[config.mk]
export PLATFORM = sky130hd
export DESIGN_NAME = wm_clk_gate_seq
export DESIGN_NICKNAME = d
export VERILOG_FILES = /design/src/rtl/wm_pkg.sv /design/src/rtl/wm_cfg_capture.sv /design/src/rtl/wm_seq_fsm.sv /design/src/rtl/wm_gate_bank.sv /design/src/rtl/wm_rate_gate.sv /design/src/rtl/wm_clk_gate_seq.sv
export SDC_FILE = /design/constraint.sdc
export NUM_CORES = 1
export LEC_CHECK = 0
export ABC_AREA = 1
export BUFFER_PORTS_ARGS = -buffer_cell sky130_fd_sc_hd__buf_2
export CAP_MARGIN = 20
export CORE_ASPECT_RATIO = 1.25
export CORE_MARGIN = 2
export CORE_UTILIZATION = 43
export DETAILED_ROUTE_END_ITERATION = 10
export GPL_TIMING_DRIVEN = 0
export HOLD_SLACK_MARGIN = 0.05
export PLACE_DENSITY_LB_ADDON = 0.12
export SYNTH_ARGS = -nofsm -noshare
export SYNTH_HDL_FRONTEND = slang
export SYNTH_HIERARCHICAL = 1
export SYNTH_SLANG_ARGS = --single-unit
[constraint.sdc]
create_clock -name clk -period 1.3 [get_ports clk]
set_clock_uncertainty 0.15 [all_clocks]
set_input_delay 0.26 -clock clk [delete_from_list [all_inputs] [get_ports clk]]
set_output_delay 0.26 -clock clk [all_outputs]
set_load 0.01 [all_outputs]
[src/rtl/wm_pkg.sv]
package wm_pkg;

  typedef enum logic [3:0] {
    ST_RUN      = 4'd0,
    ST_CAPTURE  = 4'd1,
    ST_SEL_OFF  = 4'd2,
    ST_PLL_OFF  = 4'd3,
    ST_CORE_OFF = 4'd4,
    ST_SYS_OFF  = 4'd5,
    ST_WAIT     = 4'd6,
    ST_SYS_ON   = 4'd7,
    ST_CORE_ON  = 4'd8
  } wm_state_e;

  typedef struct packed {
    logic pll;
    logic core;
    logic sys;
    logic rti;
    logic cop;
    logic amp;
  } wm_cfg_t;

  typedef struct packed {
    logic sel_off;
    logic pll_off;
    logic core_off;
    logic sys_off;
    logic enter_wait;
    logic sys_on;
    logic core_on;
    logic pll_on;
  } wm_act_t;

endpackage

[src/rtl/wm_cfg_capture.sv]
module wm_cfg_capture
  import wm_pkg::*;
(
  input  logic    clk,
  input  logic    rst_n,
  input  logic    capture,
  input  wm_cfg_t cfg_in,
  output wm_cfg_t cfg_q
);

  always_ff @(posedge clk or negedge rst_n) begin
    if (!rst_n) begin
      cfg_q <= '0;
    end else if (capture) begin
      cfg_q <= cfg_in;
    end
  end

  AST_CFG_HELD: assert property (@(posedge clk) disable iff (!rst_n)
    !capture |=> $stable(cfg_q)) else $error("cfg changed without capture");

endmodule

[src/rtl/wm_seq_fsm.sv]
module wm_seq_fsm
  import wm_pkg::*;
(
  input  logic      clk,
  input  logic      rst_n,
  input  logic      wait_req,
  input  logic      wake_evt,
  output wm_state_e state,
  output logic      capture,
  output wm_act_t   act
);

  wm_state_e state_nxt;

  always_comb begin
    state_nxt = state;
    unique case (state)
      ST_RUN:      if (wait_req) state_nxt = ST_CAPTURE;
      ST_CAPTURE:  state_nxt = ST_SEL_OFF;
      ST_SEL_OFF:  state_nxt = ST_PLL_OFF;
      ST_PLL_OFF:  state_nxt = ST_CORE_OFF;
      ST_CORE_OFF: state_nxt = ST_SYS_OFF;
      ST_SYS_OFF:  state_nxt = ST_WAIT;
      ST_WAIT:     if (wake_evt) state_nxt = ST_SYS_ON;
      ST_SYS_ON:   state_nxt = ST_CORE_ON;
      ST_CORE_ON:  state_nxt = ST_RUN;
      default:     state_nxt = ST_RUN;
    endcase
  end

  always_ff @(posedge clk or negedge rst_n) begin
    if (!rst_n) begin
      state <= ST_RUN;
    end else begin
      state <= state_nxt;
    end
  end

  // Actions applied by the gate bank at the coming edge.
  always_comb begin
    act            = '0;
    act.sel_off    = (state == ST_CAPTURE);
    act.pll_off    = (state == ST_SEL_OFF);
    act.core_off   = (state == ST_PLL_OFF);
    act.sys_off    = (state == ST_CORE_OFF);
    act.enter_wait = (state == ST_SYS_OFF);
    act.sys_on     = (state == ST_WAIT) && wake_evt;
    act.core_on    = (state == ST_SYS_ON);
    act.pll_on     = (state == ST_CORE_ON);
  end

  assign capture = (state == ST_RUN) && wait_req;

  AST_ACT_ONEHOT: assert property (@(posedge clk) disable iff (!rst_n)
    $onehot0(act)) else $error("several actions at once");
  AST_WAKE_ONLY_IN_WAIT: assert property (@(posedge clk) disable iff (!rst_n)
    (state != ST_WAIT && state != ST_RUN && wake_evt) |=> state != ST_SYS_ON || $past(state) == ST_WAIT)
    else $error("wake accepted outside wait");

endmodule

[src/rtl/wm_gate_bank.sv]
module wm_gate_bank
  import wm_pkg::*;
(
  input  logic    clk,
  input  logic    rst_n,
  input  wm_act_t act,
  input  wm_cfg_t cfg_q,
  input  logic    sw_wr_ok,
  input  logic    sw_wdata,
  output logic    pll_sel,
  output logic    pll_en,
  output logic    core_en,
  output logic    sys_en,
  output logic    rti_stop,
  output logic    cop_stop,
  output logic    amp_low,
  output logic    wait_active
);

  always_ff @(posedge clk or negedge rst_n) begin
    if (!rst_n) begin
      pll_sel <= 1'b0;
    end else if (act.sel_off && cfg_q.pll) begin
      pll_sel <= 1'b0;
    end else if (sw_wr_ok) begin
      pll_sel <= sw_wdata;
    end
  end

  always_ff @(posedge clk or negedge rst_n) begin
    if (!rst_n) begin
      pll_en <= 1'b1;
    end else if (act.pll_off && cfg_q.pll) begin
      pll_en <= 1'b0;
    end else if (act.pll_on) begin
      pll_en <= 1'b1;
    end
  end

  always_ff @(posedge clk or negedge rst_n) begin
    if (!rst_n) begin
      core_en <= 1'b1;
    end else if (act.core_off && cfg_q.core) begin
      core_en <= 1'b0;
    end else if (act.core_on) begin
      core_en <= 1'b1;
    end
  end

  // System step: system clocks, RTI, watchdog and amplitude request together.
  always_ff @(posedge clk or negedge rst_n) begin
    if (!rst_n) begin
      sys_en   <= 1'b1;
      rti_stop <= 1'b0;
      cop_stop <= 1'b0;
      amp_low  <= 1'b0;
    end else if (act.sys_off) begin
      sys_en   <= ~cfg_q.sys;
      rti_stop <= cfg_q.rti;
      cop_stop <= cfg_q.cop;
      amp_low  <= cfg_q.amp;
    end else if (act.sys_on) begin
      sys_en   <= 1'b1;
      rti_stop <= 1'b0;
      cop_stop <= 1'b0;
      amp_low  <= 1'b0;
    end
  end

  always_ff @(posedge clk or negedge rst_n) begin
    if (!rst_n) begin
      wait_active <= 1'b0;
    end else if (act.enter_wait) begin
      wait_active <= 1'b1;
    end else if (act.pll_on) begin
      wait_active <= 1'b0;
    end
  end

  AST_SEL_BEFORE_PLL: assert property (@(posedge clk) disable iff (!rst_n)
    $fell(pll_en) |-> !pll_sel) else $error("PLL stopped while selected");
  AST_CORE_AFTER_SYS: assert property (@(posedge clk) disable iff (!rst_n)
    $rose(core_en) |-> sys_en) else $error("core back before system");
  AST_PLL_LAST: assert property (@(posedge clk) disable iff (!rst_n)
    $rose(pll_en) |-> (core_en && sys_en)) else $error("PLL back too early");
  AST_WAIT_ALL_OFF: assert property (@(posedge clk) disable iff (!rst_n)
    $rose(wait_active) |-> ((!cfg_q.pll || !pll_en) && (!cfg_q.core || !core_en)
                             && (!cfg_q.sys || !sys_en))) else $error("wait before off");

endmodule

[src/rtl/wm_rate_gate.sv]
module wm_rate_gate #(
  parameter int W = 4
) (
  input  logic [W-1:0] rate,
  input  logic         stop,
  output logic         en
);

  logic rate_live;

  assign rate_live = |rate;
  assign en        = rate_live && !stop;

endmodule

[src/rtl/wm_clk_gate_seq.sv]
module wm_clk_gate_seq
  import wm_pkg::*;
#(
  parameter int RTI_RATE_W = 4,
  parameter int COP_RATE_W = 3
) (
  input  logic                  clk,
  input  logic                  rst_n,
  input  logic                  wait_req,
  input  logic                  wake_evt,
  input  logic                  cfg_pll_wait,
  input  logic                  cfg_core_wait,
  input  logic                  cfg_sys_wait,
  input  logic                  cfg_rti_wait,
  input  logic                  cfg_cop_wait,
  input  logic                  cfg_amp_wait,
  input  logic                  pll_sel_wr,
  input  logic                  pll_sel_wdata,
  input  logic [RTI_RATE_W-1:0] rti_rate,
  input  logic [COP_RATE_W-1:0] cop_rate,
  output logic                  pll_sel,
  output logic                  pll_en,
  output logic                  core_clk_en,
  output logic                  sys_clk_en,
  output logic                  rti_clk_en,
  output logic                  cop_clk_en,
  output logic                  osc_amp_low,
  output logic                  wait_active
);

  wm_state_e state;
  wm_act_t   act;
  wm_cfg_t   cfg_in;
  wm_cfg_t   cfg_q;
  logic      capture;
  logic      rti_stop;
  logic      cop_stop;
  logic      sw_wr_ok;

  assign cfg_in = '{pll:  cfg_pll_wait,  core: cfg_core_wait, sys: cfg_sys_wait,
                    rti:  cfg_rti_wait,  cop:  cfg_cop_wait,  amp: cfg_amp_wait};

  assign sw_wr_ok = pll_sel_wr && (state == ST_RUN);

  wm_seq_fsm u_fsm (
    .clk      (clk),
    .rst_n    (rst_n),
    .wait_req (wait_req),
    .wake_evt (wake_evt),
    .state    (state),
    .capture  (capture),
    .act      (act)
  );

  wm_cfg_capture u_cfg (
    .clk     (clk),
    .rst_n   (rst_n),
    .capture (capture),
    .cfg_in  (cfg_in),
    .cfg_q   (cfg_q)
  );

  wm_gate_bank u_gates (
    .clk         (clk),
    .rst_n       (rst_n),
    .act         (act),
    .cfg_q       (cfg_q),
    .sw_wr_ok    (sw_wr_ok),
    .sw_wdata    (pll_sel_wdata),
    .pll_sel     (pll_sel),
    .pll_en      (pll_en),
    .core_en     (core_clk_en),
    .sys_en      (sys_clk_en),
    .rti_stop    (rti_stop),
    .cop_stop    (cop_stop),
    .amp_low     (osc_amp_low),
    .wait_active (wait_active)
  );

  wm_rate_gate #(.W(RTI_RATE_W)) u_rti_gate (
    .rate (rti_rate),
    .stop (rti_stop),
    .en   (rti_clk_en)
  );

  wm_rate_gate #(.W(COP_RATE_W)) u_cop_gate (
    .rate (cop_rate),
    .stop (cop_stop),
    .en   (cop_clk_en)
  );

  AST_PLLSEL_RISE_IN_RUN: assert property (@(posedge clk) disable iff (!rst_n)
    $rose(pll_sel) |-> $past(state) == ST_RUN) else $error("pll_sel set outside run");
  AST_AMP_ONLY_IN_WAIT: assert property (@(posedge clk) disable iff (!rst_n)
    osc_amp_low |-> (state == ST_SYS_OFF || state == ST_WAIT)) else $error("amp low outside wait");
  AST_NO_REENTRY: assert property (@(posedge clk) disable iff (!rst_n)
    (state != ST_RUN && wait_req) |=> $stable(cfg_q)) else $error("request re-captured");

endmodule

==> flow_results.org <==
** Worst setup path
- Arrival time at the worst endpoint :: 1.45 ns
- The worst setup path is captured at a register.
- CP Max Fanout :: 5
- The worst setup path is launched from a register.
- Required @ worst endpoint :: 1.34 ns
- Classification of the worst setup path :: register to register

** Placement
- Input and output buffers added on the ports amount to 26.
- Final weighted congestion in routability-driven placement :: 0.736
- # placed instances :: 152
- Once detailed placement completed, the half-perimeter wirelength came to 1230 um.

** Logic synthesis
- Counting instances in the post-synthesis netlist gives the leading cell types as nand2_1, dfrtp_1, nor2_1.
- Synthesis produced a netlist with a net count of 126.
- Summing the areas of all compound-gate instances in the mapped netlist gives 4.45% of the synthesized area.
- Summing the areas of all fa, ha and maj instances in the mapped netlist gives 0% of the synthesized area.
- Cell accounting for the most synthesized area :: dfrtp_1
- Proportion of register bits with asynchronous set or reset after synthesis :: 100%
- In the synthesized netlist, the number of instances is 107.
- In the synthesized netlist the dominant register cell turns out to be dfrtp_1.
- Library cell with the highest instance count after synthesis :: nand2_1
- Register bit total from synthesis :: 18
- Synthesized-area fraction occupied by and/or/nand/nor cells :: 34.6%
- Mux cell area share after synthesis :: 0%
- During synthesis, Yosys emitted a total of 6 warnings.
- The top cell type by area accounts for 44.5% of the synthesized area.
- Each instance of the synthesized netlist takes up on average 7.88 um^2.
- In this run, synthesis inferred 0 flip-flops with an integrated enable.
- By area, the combinational part of the netlist is dominated by simple AND/OR/NAND/NOR gates.
- The netlist uses 16 different library cells.
- Area share of xor/xnor cells in the synthesized design :: 0%
- Yosys attributes the largest share of cell area to dfrtp_1, nand2_1, dfstp_2.
- Portion of the post-synthesis area used by sequential elements :: 53.9%
- Summing every instance area after synthesis gives 843 um^2.

** Layout
- The net count of the finished layout is 180.
- Number of fillers in the final layout :: 142
- Area growth, synth to finish :: 54.9%
- Summing all multi-input logic gate instances after layout gives 385 um^2.
- Storage element area :: 459 um^2
- Final standard cell utilization of the core :: 72.2%
- The post-route netlist has 44.4% of its cells at a drive strength greater than 1.
- N_diodes :: 0
- Final Instance Count excl. Fillers :: 179

** Drt
- Wire length reported by the detailed router :: 1970 um
- Count of unresolved DRC violations after routing :: 0
- The first TritonRoute pass finished after 4 iterations.
- In the final routed layout, each cell accounts on average for 11.0 um.
- Antenna viol nets, final :: 0
- After the first detailed-routing iteration, the DRC count stood at 21.
- Using the TritonRoute via totals, the vias-per-cell ratio works out to 4.72.
- Number of vias after detailed routing :: 845

** Clock tree
- Clock slew at reported path FFs :: 0.10 ns
- TritonCTS built the clock tree.
- The cell sitting at the root of the clock tree is a clkbuf_4.
- For the worst-skew pair, the clock arrives at the later sink with an insertion delay of 0.29 ns.
- Counting every sink on the clock net gives 18.
- Number of buffers created by CTS :: 3
- Clock tree buffer depth :: 2
- H-tree levels :: 1

** Min path
- Type of the most critical hold path :: input pin to register

** Die
- Core ar. :: 1810 um^2
- In this run the vertical extent of the chip is 53.5 um.
- From left edge to right edge, the die measures 43.6 um.
- The initial utilization of the core area, before any placement, comes to 46.6%.
- Area enclosed by the die boundary :: 2330 um^2
- 27 I/O pins were placed.
- The floorplan has 17 rows.

** Job
- Max-cap violations in this run came to 0.

** Timing
- Setup repair after global routing could not meet its margin everywhere.
- F_max :: 0.711 GHz
- Measured against its own limit, the worst slew margin works out to 73.6%.
- Final setup violation count :: 17
- Counting I/O delays and the setup requirement, the final critical path takes 1.41 ns.
- Final hold slack :: 0.0657 ns
- The count of pins over their slew limit came to 0.
- At the pin with the least slew margin, the transition time is 0.397 ns.
- In the post-route analysis, the smallest setup slack over all paths is -0.107 ns.
- The final number of hold-violating endpoints was 0.
- Dividing the final minimum period by the clock period gives 108%.

** Global route
- Across every metal layer, demand over resource in global routing totals 17.7%.
- The number of global-route vias before repair came to 787.
- The number of antenna violations at the first check in global routing came to 0.
- Summed over all layers, the global routing overflow is 0.
- Largest net degree at the start of global routing :: 19
- The first global-routing pass estimated 3090 um of wire.

** Power
- P_leak :: 0.700 nW
- Pwr Total :: 2.87 mW
- Dividing total power by cell area gives a power density of 2200 nW/um^2.
- Largest voltage drop on the vdd net :: 1.28 mV

** Outcome
- The final reports fail on negative setup slack.
- Status :: finished with violations
## area by class of cell
type	count	share of cell area, %
timing repair buffer	49	26.0
sequential	18	35.2
inverter	16	4.79
clock buffer	4	2.78
multi-input combinational	73	29.5
tap	19	1.82
## metal layers
metal | track usage, % | wire length (um) | vias to the layer above | part of all wire [%]
met2 | 27.7 | 964 | 31 | 49
met1 | 23.7 | 866 | 377 | 44
met5 | 0 | 0 | - | 0
li1 | - | - | 435 | -
met4 | 7.58 | 17 | 0 | 0.86
met3 | 3.41 | 118 | 2 | 6.0
## cell usage in the layout, fill, tap and decap left out, types with 3 or more instances in the layout
cell	netlist	routed
a21oi_1	4	4
buf_2	0	23
buf_4	0	16
buf_6	0	3
clkbuf_4	0	3
dfrtp_1	15	11
dfrtp_2	0	4
dfstp_2	3	3
dlygate4sd3_1	0	7
inv_1	12	10
inv_2	4	5
nand2_1	37	36
nand3_1	4	4
nor2_1	13	10
nor2_4	0	4
nor3_1	4	4
## kinds of logic after synthesis
family	count (synthesis)
flip-flops	18
buffers and inverters	16
AO/OA/AOI/OAI	7
AND/OR/NAND/NOR	66
## final timing paths
kind,slack [ns],cells after the start,endpoint,from
setup / recovery,-0.11,7,u_gates/cop_stop,u_fsm/state[1]
hold / removal,0.07,3,u_gates/pll_sel,pll_sel_wdata
setup reg to reg,-0.11,7,u_gates/cop_stop,u_fsm/state[1]
hold reg to reg,0.26,1,u_gates/core_en,u_cfg/cfg_q[4]
max in group asynchronous,0.41,2,u_gates/pll_en,rst_n
min in group asynchronous,0.27,2,u_fsm/state[0],rst_n
## timing repair
item,in CTS,in global routing
pin swaps,4,5
endpoints found under the setup margin,16,18
gates resized for setup,11,6
setup buffers,11,5
hold endpoints to repair,24,0
hold buffers,7,0
## report_power, final
part / internal, mW / switching, mW
Sequential: 0.846 / 0.190
Combinational: 0.716 / 0.777
Clock: 0.171 / 0.173
## critical path: stages (launching register included)
cell     delay, ns
dfrtp_2       0.46
nor2_4        0.14
inv_4         0.06
buf_4         0.14
nor2_4        0.17
nor2_4        0.07
nand2_1       0.07
nand2_1       0.05
## registers in the layout (all words and copies together), names as in the netlist
signal               count
u_cfg/cfg_q              6
u_fsm/state              4
u_gates/amp_low          1
u_gates/cop_stop         1
u_gates/core_en          1
u_gates/pll_en           1
u_gates/pll_sel          1
u_gates/rti_stop         1
u_gates/sys_en           1
u_gates/wait_active      1
## metrics by stage
step | TNS, ns | setup WS, ns | area [um^2]
floorplan | -0.298 | -0.0499 | 861
global placement | -1.44 | -0.199 | 1010
detailed placement | -1.61 | -0.220 | 1010
CTS | -0.836 | -0.0787 | 1250
global route | -2.14 | -0.169 | 1310
finish | -1.02 | -0.107 | 1310
Power figures use the tool's default switching activity.
